==> src/rtl/adcseq_pkg.sv <==
package adcseq_pkg;

  typedef enum logic [2:0] {
    ST_IDLE,
    ST_SETTLE,
    ST_PULSE,
    ST_CONV,
    ST_CAPT,
    ST_PUSH,
    ST_ADV
  } seq_st_e;

  localparam int unsigned NGAIN = 6;

  // throughput per gain code, slowest entry for out-of-range codes
  function automatic int unsigned gain_rate_hz(input int unsigned g);
    case (g)
      0:       return 400000;
      1:       return 325000;
      2:       return 275000;
      3:       return 225000;
      4:       return 175000;
      default: return 40000;
    endcase
  endfunction

  function automatic int unsigned ceil_div(input int unsigned a, input int unsigned b);
    return (a + b - 1) / b;
  endfunction

endpackage

==> src/rtl/adcseq_sync.sv <==
module adcseq_sync #(
  parameter int STAGES = 2
) (
  input  logic clk,
  input  logic rst_n,
  input  logic d,
  output logic q
);
  logic [STAGES-1:0] chain;

  generate
    for (genvar i = 0; i < STAGES; i++) begin : g_stage
      if (i == 0) begin : g_first
        always_ff @(posedge clk or negedge rst_n)
          if (!rst_n) chain[i] <= 1'b0;
          else        chain[i] <= d;
      end else begin : g_rest
        always_ff @(posedge clk or negedge rst_n)
          if (!rst_n) chain[i] <= 1'b0;
          else        chain[i] <= chain[i-1];
      end
    end
  endgenerate

  assign q = chain[STAGES-1];
endmodule

==> src/rtl/adcseq_chan_pick.sv <==
module adcseq_chan_pick #(
  parameter int CHN = 8,
  localparam int AW = $clog2(CHN)
) (
  input  logic [CHN-1:0] mask,
  input  logic           diff_mode,
  input  logic [AW-1:0]  cur,
  output logic [AW-1:0]  first_ch,
  output logic           first_ok,
  output logic [AW-1:0]  next_ch,
  output logic           next_ok
);
  localparam int HALF = CHN / 2;

  logic [CHN-1:0] emask;
  logic [CHN-1:0] above;

  generate
    for (genvar i = 0; i < CHN; i++) begin : g_ch
      if (i < HALF) begin : g_low
        assign emask[i] = mask[i];
      end else begin : g_high
        assign emask[i] = mask[i] & ~diff_mode;
      end
      assign above[i] = emask[i] & (AW'(i) > cur);
    end
  endgenerate

  // lowest set bit wins: scan from the top so the last hit is the lowest
  always_comb begin
    first_ch = '0;
    next_ch  = '0;
    for (int i = CHN - 1; i >= 0; i--) begin
      if (emask[i]) first_ch = AW'(i);
      if (above[i]) next_ch  = AW'(i);
    end
    first_ok = |emask;
    next_ok  = |above;
  end
endmodule

==> src/rtl/adcseq_pacer.sv <==
module adcseq_pacer
  import adcseq_pkg::*;
#(
  parameter int unsigned CLK_HZ = 100_000_000
) (
  input  logic       clk,
  input  logic       rst_n,
  input  logic       start_evt,
  input  logic [2:0] gain_sel,
  output logic       period_ok
);
  localparam int unsigned PMAX = ceil_div(CLK_HZ, 40000);
  localparam int PW = $clog2(PMAX + 1);

  logic [PW-1:0] per_tab [NGAIN];
  logic [PW-1:0] limit;
  logic [PW-1:0] pcnt, pcnt_nx;
  logic [2:0]    gidx;

  generate
    for (genvar g = 0; g < NGAIN; g++) begin : g_tab
      assign per_tab[g] = PW'(ceil_div(CLK_HZ, gain_rate_hz(g)));
    end
  endgenerate

  always_comb begin
    gidx = (gain_sel > 3'd5) ? 3'd5 : gain_sel;
    limit = per_tab[gidx];
    period_ok = (pcnt >= limit - PW'(1));
    if (start_evt)                pcnt_nx = '0;
    else if (pcnt == PW'(PMAX))   pcnt_nx = pcnt;
    else                          pcnt_nx = pcnt + PW'(1);
  end

  always_ff @(posedge clk or negedge rst_n)
    if (!rst_n) pcnt <= PW'(PMAX);
    else        pcnt <= pcnt_nx;

  // a start is only ever requested once the period has run out
  assert_period_gate_R4: assert property (@(posedge clk) disable iff (!rst_n)
    start_evt |-> period_ok);
endmodule

==> src/rtl/adc_scan_seq.sv <==
module adc_scan_seq
  import adcseq_pkg::*;
#(
  parameter int unsigned CLK_HZ   = 100_000_000,
  parameter int          CHN      = 8,
  parameter int          DW       = 12,
  parameter int unsigned START_NS = 100,
  parameter int unsigned TMO_NS   = 1000,
  parameter int          ACQ_CYC  = 40,
  parameter int          OE_CYC   = 2,
  parameter int          SYNC_STG = 2,
  localparam int         AW       = $clog2(CHN)
) (
  input  logic          clk,
  input  logic          rst_n,
  input  logic          run,
  input  logic          single,
  input  logic [CHN-1:0] ch_mask,
  input  logic [2:0]    gain_sel,
  input  logic          diff_mode,
  input  logic          comp_code,
  output logic [AW-1:0] adc_addr,
  output logic          adc_start,
  input  logic          adc_eoc,
  output logic          adc_oe_n,
  input  logic [DW-1:0] adc_bus,
  output logic          err_timeout,
  output logic          s_valid,
  input  logic          s_ready,
  output logic [DW-1:0] s_data,
  output logic [AW-1:0] s_chan
);
  localparam int unsigned SW_RAW  = (CLK_HZ / 1000) * START_NS / 1_000_000;
  localparam int unsigned START_W = (SW_RAW < 1) ? 1 : SW_RAW;
  localparam int unsigned TMO_CYC = (CLK_HZ / 1000) * TMO_NS / 1_000_000;
  localparam int TW  = $clog2(TMO_CYC + 1);
  localparam int QW  = $clog2(ACQ_CYC + 1);
  localparam int OW  = $clog2(OE_CYC + 1);
  localparam logic [TW-1:0] SW_LAST  = TW'(START_W - 1);
  localparam logic [TW-1:0] TMO_LAST = TW'(TMO_CYC - 1);
  localparam logic [QW-1:0] AQ_LAST  = QW'(ACQ_CYC - 1);
  localparam logic [OW-1:0] OE_LAST  = OW'(OE_CYC - 1);

  // reset: asserted asynchronously, released on the clock
  logic [1:0] rs;
  logic       rst_i;
  always_ff @(posedge clk or negedge rst_n)
    if (!rst_n) rs <= 2'b00;
    else        rs <= {rs[0], 1'b1};
  assign rst_i = rs[1];

  seq_st_e       st, st_nx;
  logic [AW-1:0] addr_nx;
  logic          scan_single, single_nx;
  logic          run_q;
  logic [QW-1:0] acnt, acnt_nx;
  logic [TW-1:0] tcnt, tcnt_nx;
  logic [OW-1:0] ocnt, ocnt_nx;
  logic          seen, seen_nx;
  logic          err_nx, cap_en, start_evt;
  logic          eoc_s, period_ok;
  logic [AW-1:0] first_ch, next_ch;
  logic          first_ok, next_ok;
  logic [DW-1:0] cap_word;

  adcseq_sync #(.STAGES(SYNC_STG)) u_eoc_sync (
    .clk(clk), .rst_n(rst_i), .d(adc_eoc), .q(eoc_s)
  );

  adcseq_chan_pick #(.CHN(CHN)) u_pick (
    .mask(ch_mask), .diff_mode(diff_mode), .cur(adc_addr),
    .first_ch(first_ch), .first_ok(first_ok),
    .next_ch(next_ch), .next_ok(next_ok)
  );

  adcseq_pacer #(.CLK_HZ(CLK_HZ)) u_pacer (
    .clk(clk), .rst_n(rst_i), .start_evt(start_evt),
    .gain_sel(gain_sel), .period_ok(period_ok)
  );

  assign cap_word = comp_code ? ~adc_bus : adc_bus;

  always_comb begin
    st_nx     = st;
    addr_nx   = adc_addr;
    single_nx = scan_single;
    acnt_nx   = acnt;
    tcnt_nx   = tcnt;
    ocnt_nx   = ocnt;
    seen_nx   = seen;
    err_nx    = 1'b0;
    cap_en    = 1'b0;
    start_evt = 1'b0;
    case (st)
      ST_IDLE: begin
        if (run && !run_q && first_ok) begin
          addr_nx   = first_ch;
          single_nx = single;
          acnt_nx   = '0;
          st_nx     = ST_SETTLE;
        end
      end
      ST_SETTLE: begin
        if (acnt != AQ_LAST) acnt_nx = acnt + QW'(1);
        if (acnt == AQ_LAST && period_ok) begin
          st_nx     = ST_PULSE;
          tcnt_nx   = '0;
          seen_nx   = 1'b0;
          start_evt = 1'b1;
        end
      end
      ST_PULSE: begin
        tcnt_nx = tcnt + TW'(1);
        if (eoc_s) seen_nx = 1'b1;
        if (tcnt == SW_LAST) st_nx = ST_CONV;
      end
      ST_CONV: begin
        if (tcnt != TMO_LAST) tcnt_nx = tcnt + TW'(1);
        if (eoc_s) seen_nx = 1'b1;
        if (seen && !eoc_s) begin
          st_nx   = ST_CAPT;
          ocnt_nx = '0;
        end else if (tcnt == TMO_LAST) begin
          err_nx = 1'b1;
          st_nx  = ST_ADV;
        end
      end
      ST_CAPT: begin
        ocnt_nx = ocnt + OW'(1);
        if (ocnt == OE_LAST) begin
          cap_en = 1'b1;
          st_nx  = ST_PUSH;
        end
      end
      ST_PUSH: begin
        if (s_ready) st_nx = ST_ADV;
      end
      ST_ADV: begin
        acnt_nx = '0;
        if (next_ok && (scan_single || run)) begin
          addr_nx = next_ch;
          st_nx   = ST_SETTLE;
        end else if (!scan_single && run && first_ok) begin
          addr_nx = first_ch;
          st_nx   = ST_SETTLE;
        end else begin
          st_nx = ST_IDLE;
        end
      end
      default: st_nx = ST_IDLE;
    endcase
  end

  always_ff @(posedge clk or negedge rst_i) begin
    if (!rst_i) begin
      st          <= ST_IDLE;
      adc_addr    <= '0;
      scan_single <= 1'b0;
      run_q       <= 1'b0;
      acnt        <= '0;
      tcnt        <= '0;
      ocnt        <= '0;
      seen        <= 1'b0;
      adc_start   <= 1'b0;
      adc_oe_n    <= 1'b1;
      s_valid     <= 1'b0;
      err_timeout <= 1'b0;
    end else begin
      st          <= st_nx;
      adc_addr    <= addr_nx;
      scan_single <= single_nx;
      run_q       <= run;
      acnt        <= acnt_nx;
      tcnt        <= tcnt_nx;
      ocnt        <= ocnt_nx;
      seen        <= seen_nx;
      adc_start   <= (st_nx == ST_PULSE);
      adc_oe_n    <= (st_nx != ST_CAPT);
      s_valid     <= (st_nx == ST_PUSH);
      err_timeout <= err_nx;
    end
  end

  // sample holding registers, clock-enabled on capture
  always_ff @(posedge clk or negedge rst_i) begin
    if (!rst_i) begin
      s_data <= '0;
      s_chan <= '0;
    end else if (cap_en) begin
      s_data <= cap_word;
      s_chan <= adc_addr;
    end
  end

  // checker: measured length of each start pulse
  logic [15:0] hi_len;
  always_ff @(posedge clk or negedge rst_i)
    if (!rst_i)         hi_len <= '0;
    else if (adc_start) hi_len <= hi_len + 16'd1;
    else                hi_len <= '0;

  assert_pulse_width_R3: assert property (@(posedge clk) disable iff (!rst_i)
    $fell(adc_start) |-> hi_len == 16'(START_W));

  assert_oe_after_eoc_R5: assert property (@(posedge clk) disable iff (!rst_i)
    !adc_oe_n |-> !eoc_s);

  assert_addr_hold_R7: assert property (@(posedge clk) disable iff (!rst_i)
    !$stable(adc_addr) |-> ($past(st) == ST_ADV || $past(st) == ST_IDLE));

  assert_stall_hold_R8: assert property (@(posedge clk) disable iff (!rst_i)
    s_valid && !s_ready |=> s_valid && $stable(s_data) && $stable(s_chan));

  assert_no_start_pending_R8: assert property (@(posedge clk) disable iff (!rst_i)
    s_valid |-> !adc_start && adc_oe_n);

  assert_err_single_R10: assert property (@(posedge clk) disable iff (!rst_i)
    err_timeout |=> !err_timeout);
endmodule

==> config.mk <==
export PLATFORM = sky130hd
export DESIGN_NAME = adc_scan_seq
export DESIGN_NICKNAME = d
export VERILOG_FILES = /design/src/rtl/adcseq_pkg.sv /design/src/rtl/adcseq_sync.sv /design/src/rtl/adcseq_chan_pick.sv /design/src/rtl/adcseq_pacer.sv /design/src/rtl/adc_scan_seq.sv
export SDC_FILE = /design/constraint.sdc
export NUM_CORES = 1
export LEC_CHECK = 0
export BUFFER_PORTS_ARGS = -buffer_cell sky130_fd_sc_hd__clkbuf_2
export CAP_MARGIN = 0
export CORE_MARGIN = 2
export CORE_UTILIZATION = 57
export DETAILED_ROUTE_END_ITERATION = 10
export GPL_ROUTABILITY_DRIVEN = 1
export PLACE_DENSITY = 0.8
export RECOVER_POWER = 50
export SLEW_MARGIN = 20
export SYNTH_ARGS = -nofsm -noshare
export SYNTH_HDL_FRONTEND = slang
export SYNTH_SLANG_ARGS = --single-unit
==> constraint.sdc <==
create_clock -name clk -period 2.5 [get_ports clk]
set_input_delay 0.375 -clock clk [delete_from_list [all_inputs] [get_ports clk]]
set_output_delay 0.375 -clock clk [all_outputs]
set_load 0.005 [all_outputs]
* Word level (Yosys, flattened, before mapping)
Memories as Yosys holds them, arrays and structs flattened. Index checks and enable logic that the tools add are counted.
Word-level totals: flip-flop bits (word level) 59, memory bits (read-only) 96, memories kept 1
Memory list:
- (no name shown) | depth 8, bits a word 12, rd ports 1, clocked after memory_dff 0, write ports 0, RTL line adcseq_pacer.sv:28 | limit = per_tab[gidx];
Cells by class: add/sub/neg operators 5, order comparisons 11, equal/unequal tests 24, muxes and demuxes 54, bitwise operators 15, reduce and logical (&&, ||, !) cells 26
Operators with widths (number):
- $mux 3 | 27
- $mux 12 | 5
- $pmux 3 s7 | 1
- $pmux 7 s3 | 1
- $pmux 6 s3 | 1
- $reduce_or 8->1 | 2
- $mux 7 | 2
- $add 12x1->12 const B | 1
- $and 1x1->1 | 12
- $eq 12x12->1 const B | 1
- $eq 3x3->1 const B | 4
- $ge 12x12->1 | 1
- $gt 3x3->1 const A | 4
- $mux 6 | 2
- $ne 2x2->1 const B | 6
- $not 12->12 | 1
- $reduce_and 3->1 | 4
- $sub 12x1->12 const B | 1
- $mux 1 | 11
- $eq 3x2->1 const B | 3
- $add 7x1->7 const B | 1
- $eq 7x4->1 const B | 1
- $eq 7x7->1 const B | 1
- $logic_and 1x1->1 | 7
- other kinds (26) | 35

* Longest topological paths before layout
word-level depth 13, depth in mapped cells 12, gate-level depth less buffers 11

* Cells and area by module
A second synthesis with hierarchy kept.
Second synthesis, totals: cell total of the unflattened synthesis 377, area, all modules 3722.3 µm²
By module, submodules not included:
- adc_scan_seq | instances 1, cells an instance 209, area an instance 2336.0 µm²
- adcseq_pacer | instances 1, cells an instance 116, area an instance 1028.5 µm²
- adcseq_chan_pick | instances 1, cells an instance 50, area an instance 307.8 µm²
- adcseq_sync | instances 1, cells an instance 2, area an instance 50.0 µm²

* Worst setup path after synthesis
Ideal clock, no wire load.
path type input to register, start in gain_sel[1], end reg tcnt[5], arrival 2.523 ns, required time 2.422 ns, path slack -0.101 ns, stages 11, cell sequence or2_2 inv_1 nand2_1 ha_1 ha_1 a2111oi_0 o31a_1 a21oi_1 buf_4 a31o_2 a21oi_1
Between the ends: longest elaborated chain between the ends 11
RTL lines:
- start, declared | RTL line adc_scan_seq.sv:19 | input logic [2:0] gain_sel,
- $gt 3x3->1 | RTL line adcseq_pacer.sv:27 | gidx = (gain_sel > 3'd5) ? 3'd5 : gain_sel;
- $mux 3 * | RTL line adcseq_pacer.sv:27
- $not 3->4 (not written as such) * | RTL line adcseq_pacer.sv:28
- $mem_v2 8x12 *
- $mux 12 (not written as such) * (2 in series) | RTL line adcseq_pacer.sv:28
- $sub 12x1->12 * | RTL line adcseq_pacer.sv:29 | period_ok = (pcnt >= limit - PW'(1));
- $ge 12x12->1 * | RTL line adcseq_pacer.sv:29
- $logic_and 1x1->1 * | RTL line adc_scan_seq.sv:105 | if (acnt == AQ_LAST && period_ok) begin
- $ne 2x2->1 (no source line) *
- $reduce_and 3->1 (no source line) *
- end signal, assigned | RTL line adc_scan_seq.sv:174 | tcnt <= tcnt_nx;
- end, declared | RTL line adc_scan_seq.sv:57 | logic [TW-1:0] tcnt, tcnt_nx;
Every way passes the cells marked *; elsewhere a longest branch is shown, timed or not. The select of a mux whose other input is x is not followed. A chain may end at the register's enable or synchronous reset.

* Worst setup path after layout
start in gain_sel[0], end reg tcnt[5]
Same word-level chain as after synthesis.

==> flow_results.org <==
** STA
- Final-report setup violation count :: 0
- The number of pins exceeding their max-slew limit in the final report was 0.
- Setup repair after global routing missed its margin :: true
- Sum of negative setup slack :: 0 ps
- At the pin with the least slew margin, the transition time is 1430 ps.
- Setup Skew :: 6.39 ps
- Remaining max-slew budget at the tightest pin :: 4.20%
- After layout, the minimum clock period comes to 2430 ps.
- Final Hold Viols :: 0
- Derived from the worst setup path, the maximum achievable clock frequency is 411 MHz.
- After layout, the worst path uses 97.3% of the clock period.

** GRT
- Total congestion overflow after global routing :: 0
- Wire length of the first global-routing pass :: 12.2 mm
- Entering global routing, the biggest net connects 33 pins.
- The number of global-route vias before repair is 2719.
- For this run, global-route usage on met1 was measured as 33.0%.
- Number of antenna violations at the first check in global routing :: 0
- For this run, the total global-route usage over all layers was measured as 23.5%.
- Most heavily used metal layer in global routing :: met2
- Global routing used 6.15% of the available met3 tracks.
- Global routing met2 resource utilization :: between 30 and 40%

** Die
- The floorplan has 28 rows.
- Initial cell density of the core :: 58.6%
- From bottom edge to top edge, the die measures around 82 um.
- Core box area :: 5920 sq um
- Floorplan die area :: 6730 sq um
- In this run the horizontal extent of the chip is roughly 82 um.
- For this design the top-level I/O count stands at between 50 and 60.

** Clocking
- Library cell used as clock root buffer :: sky130_fd_sc_hd__clkbuf_8
- The later pin in the worst-skew pair is clocked with a latency of about 330 ps.
- TritonCTS Buffers :: 9
- TritonCTS clock tree :: built
- Clock tree synthesis found a total of 59 sinks.
- Counting along the longest clock path gives a buffer depth of 2.
- CTS clock-pin slew for the worst setup and hold paths :: 70 ps
- The clock tree synthesis step divided the H-tree into 3 levels.

** Synthesis
- Of all cell types, the one taking the most synthesized area is sky130_fd_sc_hd__dfrtp_1.
- The synthesized netlist devotes 15.5% of its cell area to compound gates.
- The synthesized netlist devotes 6.81% of its cell area to XOR and XNOR gates.
- Register area share after synthesis :: between 40% and 50%
- Dominant synthesized flop cell :: sky130_fd_sc_hd__dfrtp_1
- After synthesis the cells add up to 3470 sq um.
- Main combinational cell family by area after synthesis :: simple AND/OR/NAND/NOR gates
- Share of the synthesized area in the top cell type :: 38.2%
- Synth cell types :: 55
- For this run, asynchronously set or reset flops after synthesis account for 100%.
- The portion of synthesized area spent on multiplexers is 3.17%.
- Counting every instance in the synthesized netlist gives 375.
- Summing the areas of all and, or, nand and nor instances in the mapped netlist gives between 20% and 30% of the synthesized area.
- Yosys mapped a number of flops with a built-in enable equal to 0.
- Flip-flop and latch count after synthesis :: 59
- By area the synthesized netlist is led by sky130_fd_sc_hd__dfrtp_1 38%, sky130_fd_sc_hd__ha_1 7.6%, sky130_fd_sc_hd__a21oi_1 5.5%, sky130_fd_sc_hd__nor2_1 5.4%, sky130_fd_sc_hd__dfstp_2 4.5%.
- After Yosys synthesis, full adders, half adders and majority gates account for under 10% of the synthesized area.
- For this run, the number of Yosys warnings is 0.
- Mapped Avg Cell Area :: 9.26 sq um

** Finish
- Post-route cell area :: 4300 sq um
- The library cell used most frequently in the layout, excluding fill and tap cells, is sky130_fd_sc_hd__dfrtp_1.
- # diodes :: 0
- The area growth from synthesis to layout is 23.8%.
- The post-route netlist has 28.0% of its cells at a drive strength greater than 1.
- Finished Core Util :: 72.6%
- Final net count :: 508
- Leading cell types in the layout, fill and taps excluded :: 52 x sky130_fd_sc_hd__dfrtp_1, 50 x sky130_fd_sc_hd__nor2_1, 46 x sky130_fd_sc_hd__clkbuf_2
- The layout has 443 filler cells.

** Worst hold path
- Worst hold stages :: 1
- Type of the worst min-delay path :: in2reg
- For hold timing, the worst endpoint is u_eoc_sync.chain[0].
- The startpoint identified for the worst hold timing path is adc_eoc.

** Setup path
- Worst-case register-to-register setup slack :: 230 ps
- Critical Path Source Type :: input pin
- For this design, the slowest cell found on the critical path is sky130_fd_sc_hd__or3_1.
- End of the worst register-to-register path :: tcnt[5]
- Maximum fanout along the worst path :: 8
- Traced cell by cell, the critical path runs through buf_2 > or2_4 > a21oi_2 > nor2_1 > ha_1 > nand2_1 > or3_1 > o31a_1 > buf_4 > a21oi_4 > buf_6 > nand4_1 > a21oi_2.
- Critical Path Sink Type :: register
- Measured in cells, the most critical reg-to-reg path has a length of 9.
- Endpoint arrival time on the critical path :: between 2000 and 3000 ps
- At the worst endpoint, the required time is 2760 ps.
- Crit-path max cell delay :: 350 ps
- The worst register-to-register path begins at u_pacer.pcnt[8].
- Category of the critical setup timing path :: in2reg
- Most used cell, CP :: sky130_fd_sc_hd__a21oi_2

** Power
- Dividing total power by cell area gives a power density of just over 800 nW/um^2.
- For this design the static power due to leakage is 1.95 nW.
- The worst-case IR drop observed on VDD is 0.463 mV.

** Drt
- TritonRoute pass-1 iters :: 4
- Residual DRC count :: 0
- After detailed routing, the average wire length per cell comes to 13.8 um.
- The detailed router placed 2974 vias in this run.
- Dividing the detail-routed via count by the number of cells gives between 5 and 6.
- In this run, the number of DRC markers left after iteration 0 of detailed routing was 197.
- In this run the remaining antenna-violating nets after routing total 0.
- For this block, the routed nets add up to 7.42 mm of wire.

** Placed design
- Post-place instance area :: 4040 sq um
- Number of buffers added on ports :: 52
- Gpl congestion :: 0.891
- After legalization and detailed placement, the total HPWL measured around 5.5 mm.

** Flow run
- Max-cap violations in this run came to 0.

** Outcome
- Outcome :: finished, final reports clean
==> flip-flops by register name (all words and copies together), names as in the netlist, 2 cells and up <==
register / cells
s_chan: 3
adc_addr: 3
tcnt: 7
ocnt: 2
s_data: 12
acnt: 6
st: 3
u_pacer.pcnt: 12
rs: 2
==> worst max-delay path: cells and delay by family <==
family	cells	cell delay (ps)
adder cells (fa/ha/maj)	1	280
AND/OR/NAND/NOR	5	810
buffers and inverters	3	440
AO/OA/AOI/OAI	4	770
==> routing by layer <==
layer | routed length [um] | up-vias
met5 | 0 | -
met4 | 36 | 0
met3 | 356 | 4
met2 | 3540 | 67
met1 | 3480 | 1425
li1 | - | 1478
==> cells in the mapped netlist (3+ instances only) <==
library cell               instances
sky130_fd_sc_hd__o21bai_1          5
sky130_fd_sc_hd__nor2_1           50
sky130_fd_sc_hd__o21a_1            3
sky130_fd_sc_hd__o31ai_1           3
sky130_fd_sc_hd__o21ai_0          12
sky130_fd_sc_hd__a21oi_1          38
sky130_fd_sc_hd__ha_1             21
sky130_fd_sc_hd__inv_1            19
sky130_fd_sc_hd__or2_2             4
sky130_fd_sc_hd__nand4_1           9
sky130_fd_sc_hd__nor3_1            5
sky130_fd_sc_hd__and3_1            5
sky130_fd_sc_hd__nor2b_1           3
sky130_fd_sc_hd__xnor2_1          18
sky130_fd_sc_hd__nand2b_1          9
sky130_fd_sc_hd__nand2_1          24
sky130_fd_sc_hd__mux2_2            8
sky130_fd_sc_hd__xor2_1            9
sky130_fd_sc_hd__and2_1            6
sky130_fd_sc_hd__buf_4             3
sky130_fd_sc_hd__nand3_1          13
sky130_fd_sc_hd__a31o_2            3
sky130_fd_sc_hd__clkbuf_1          7
sky130_fd_sc_hd__dfrtp_1          53
sky130_fd_sc_hd__dfstp_2           6
sky130_fd_sc_hd__nor4_1            3
==> timing repair <==
action,CTS,global route
endpoints found under the hold margin,2,0
pin swaps,1,6
endpoints found under the setup margin,8,15
cloned,0,0
buffers inserted,1,1
resized for setup,3,14
hold buffers,1,0
==> cell families (layout without fill, tap and decap cells) <==
family / after synthesis / count (layout)
simple gates: 142 / 142
compound gates: 84 / 84
buf+inv: 31 / 116
mux: 10 / 10
fa+ha+maj: 21 / 21
other cells: 1 / 2
xor+xnor: 27 / 27
flops: 59 / 59
==> power by group <==
part	switching (mW)	internal [mW]	total, mW
clock network	0.389	0.384	0.772
registers	0.224	1.22	1.44
logic	0.701	0.626	1.33
total	1.31	2.23	3.54
==> area by class of cell <==
cell class	instances	area [sq um]	share of cell area, %
inverters	19	71.3	1.66
clock buffers	10	138	3.20
repair buffers	81	513	11.9
multi-input cells	286	1960	45.5
flip-flops and latches	59	1490	34.6
clock inverters	6	41.3	0.961
well taps	75	93.8	2.18
==> worst max-delay path by stage <==
stage / slack [ps] / end / cells after the start / from
final: 70 / tcnt[5] / 13 / gain_sel[0]
after global routing: -30 / tcnt[5] / 13 / gain_sel[0]
after CTS: -10 / tcnt[5] / 13 / gain_sel[1]
after detailed placement: -620 / tcnt[5] / 12 / gain_sel[1]
after global placement: -470 / tcnt[5] / 12 / gain_sel[1]
after floorplan: -80 / adc_start / 10 / gain_sel[1]
==> stage by stage <==
stage                     power (mW)  instances  hold slack (ps)  setup slack, ps
final                           3.54        536              145             67.0
after global routing            3.80        536              126            -31.5
after CTS                       3.53        535              131            -15.0
after global placement          2.67        517              161             -467
after floorplan                 2.27        376             79.4            -75.7
after detailed placement        2.72        517              165             -624
No activity file was read; power rests on OpenSTA's default activity.
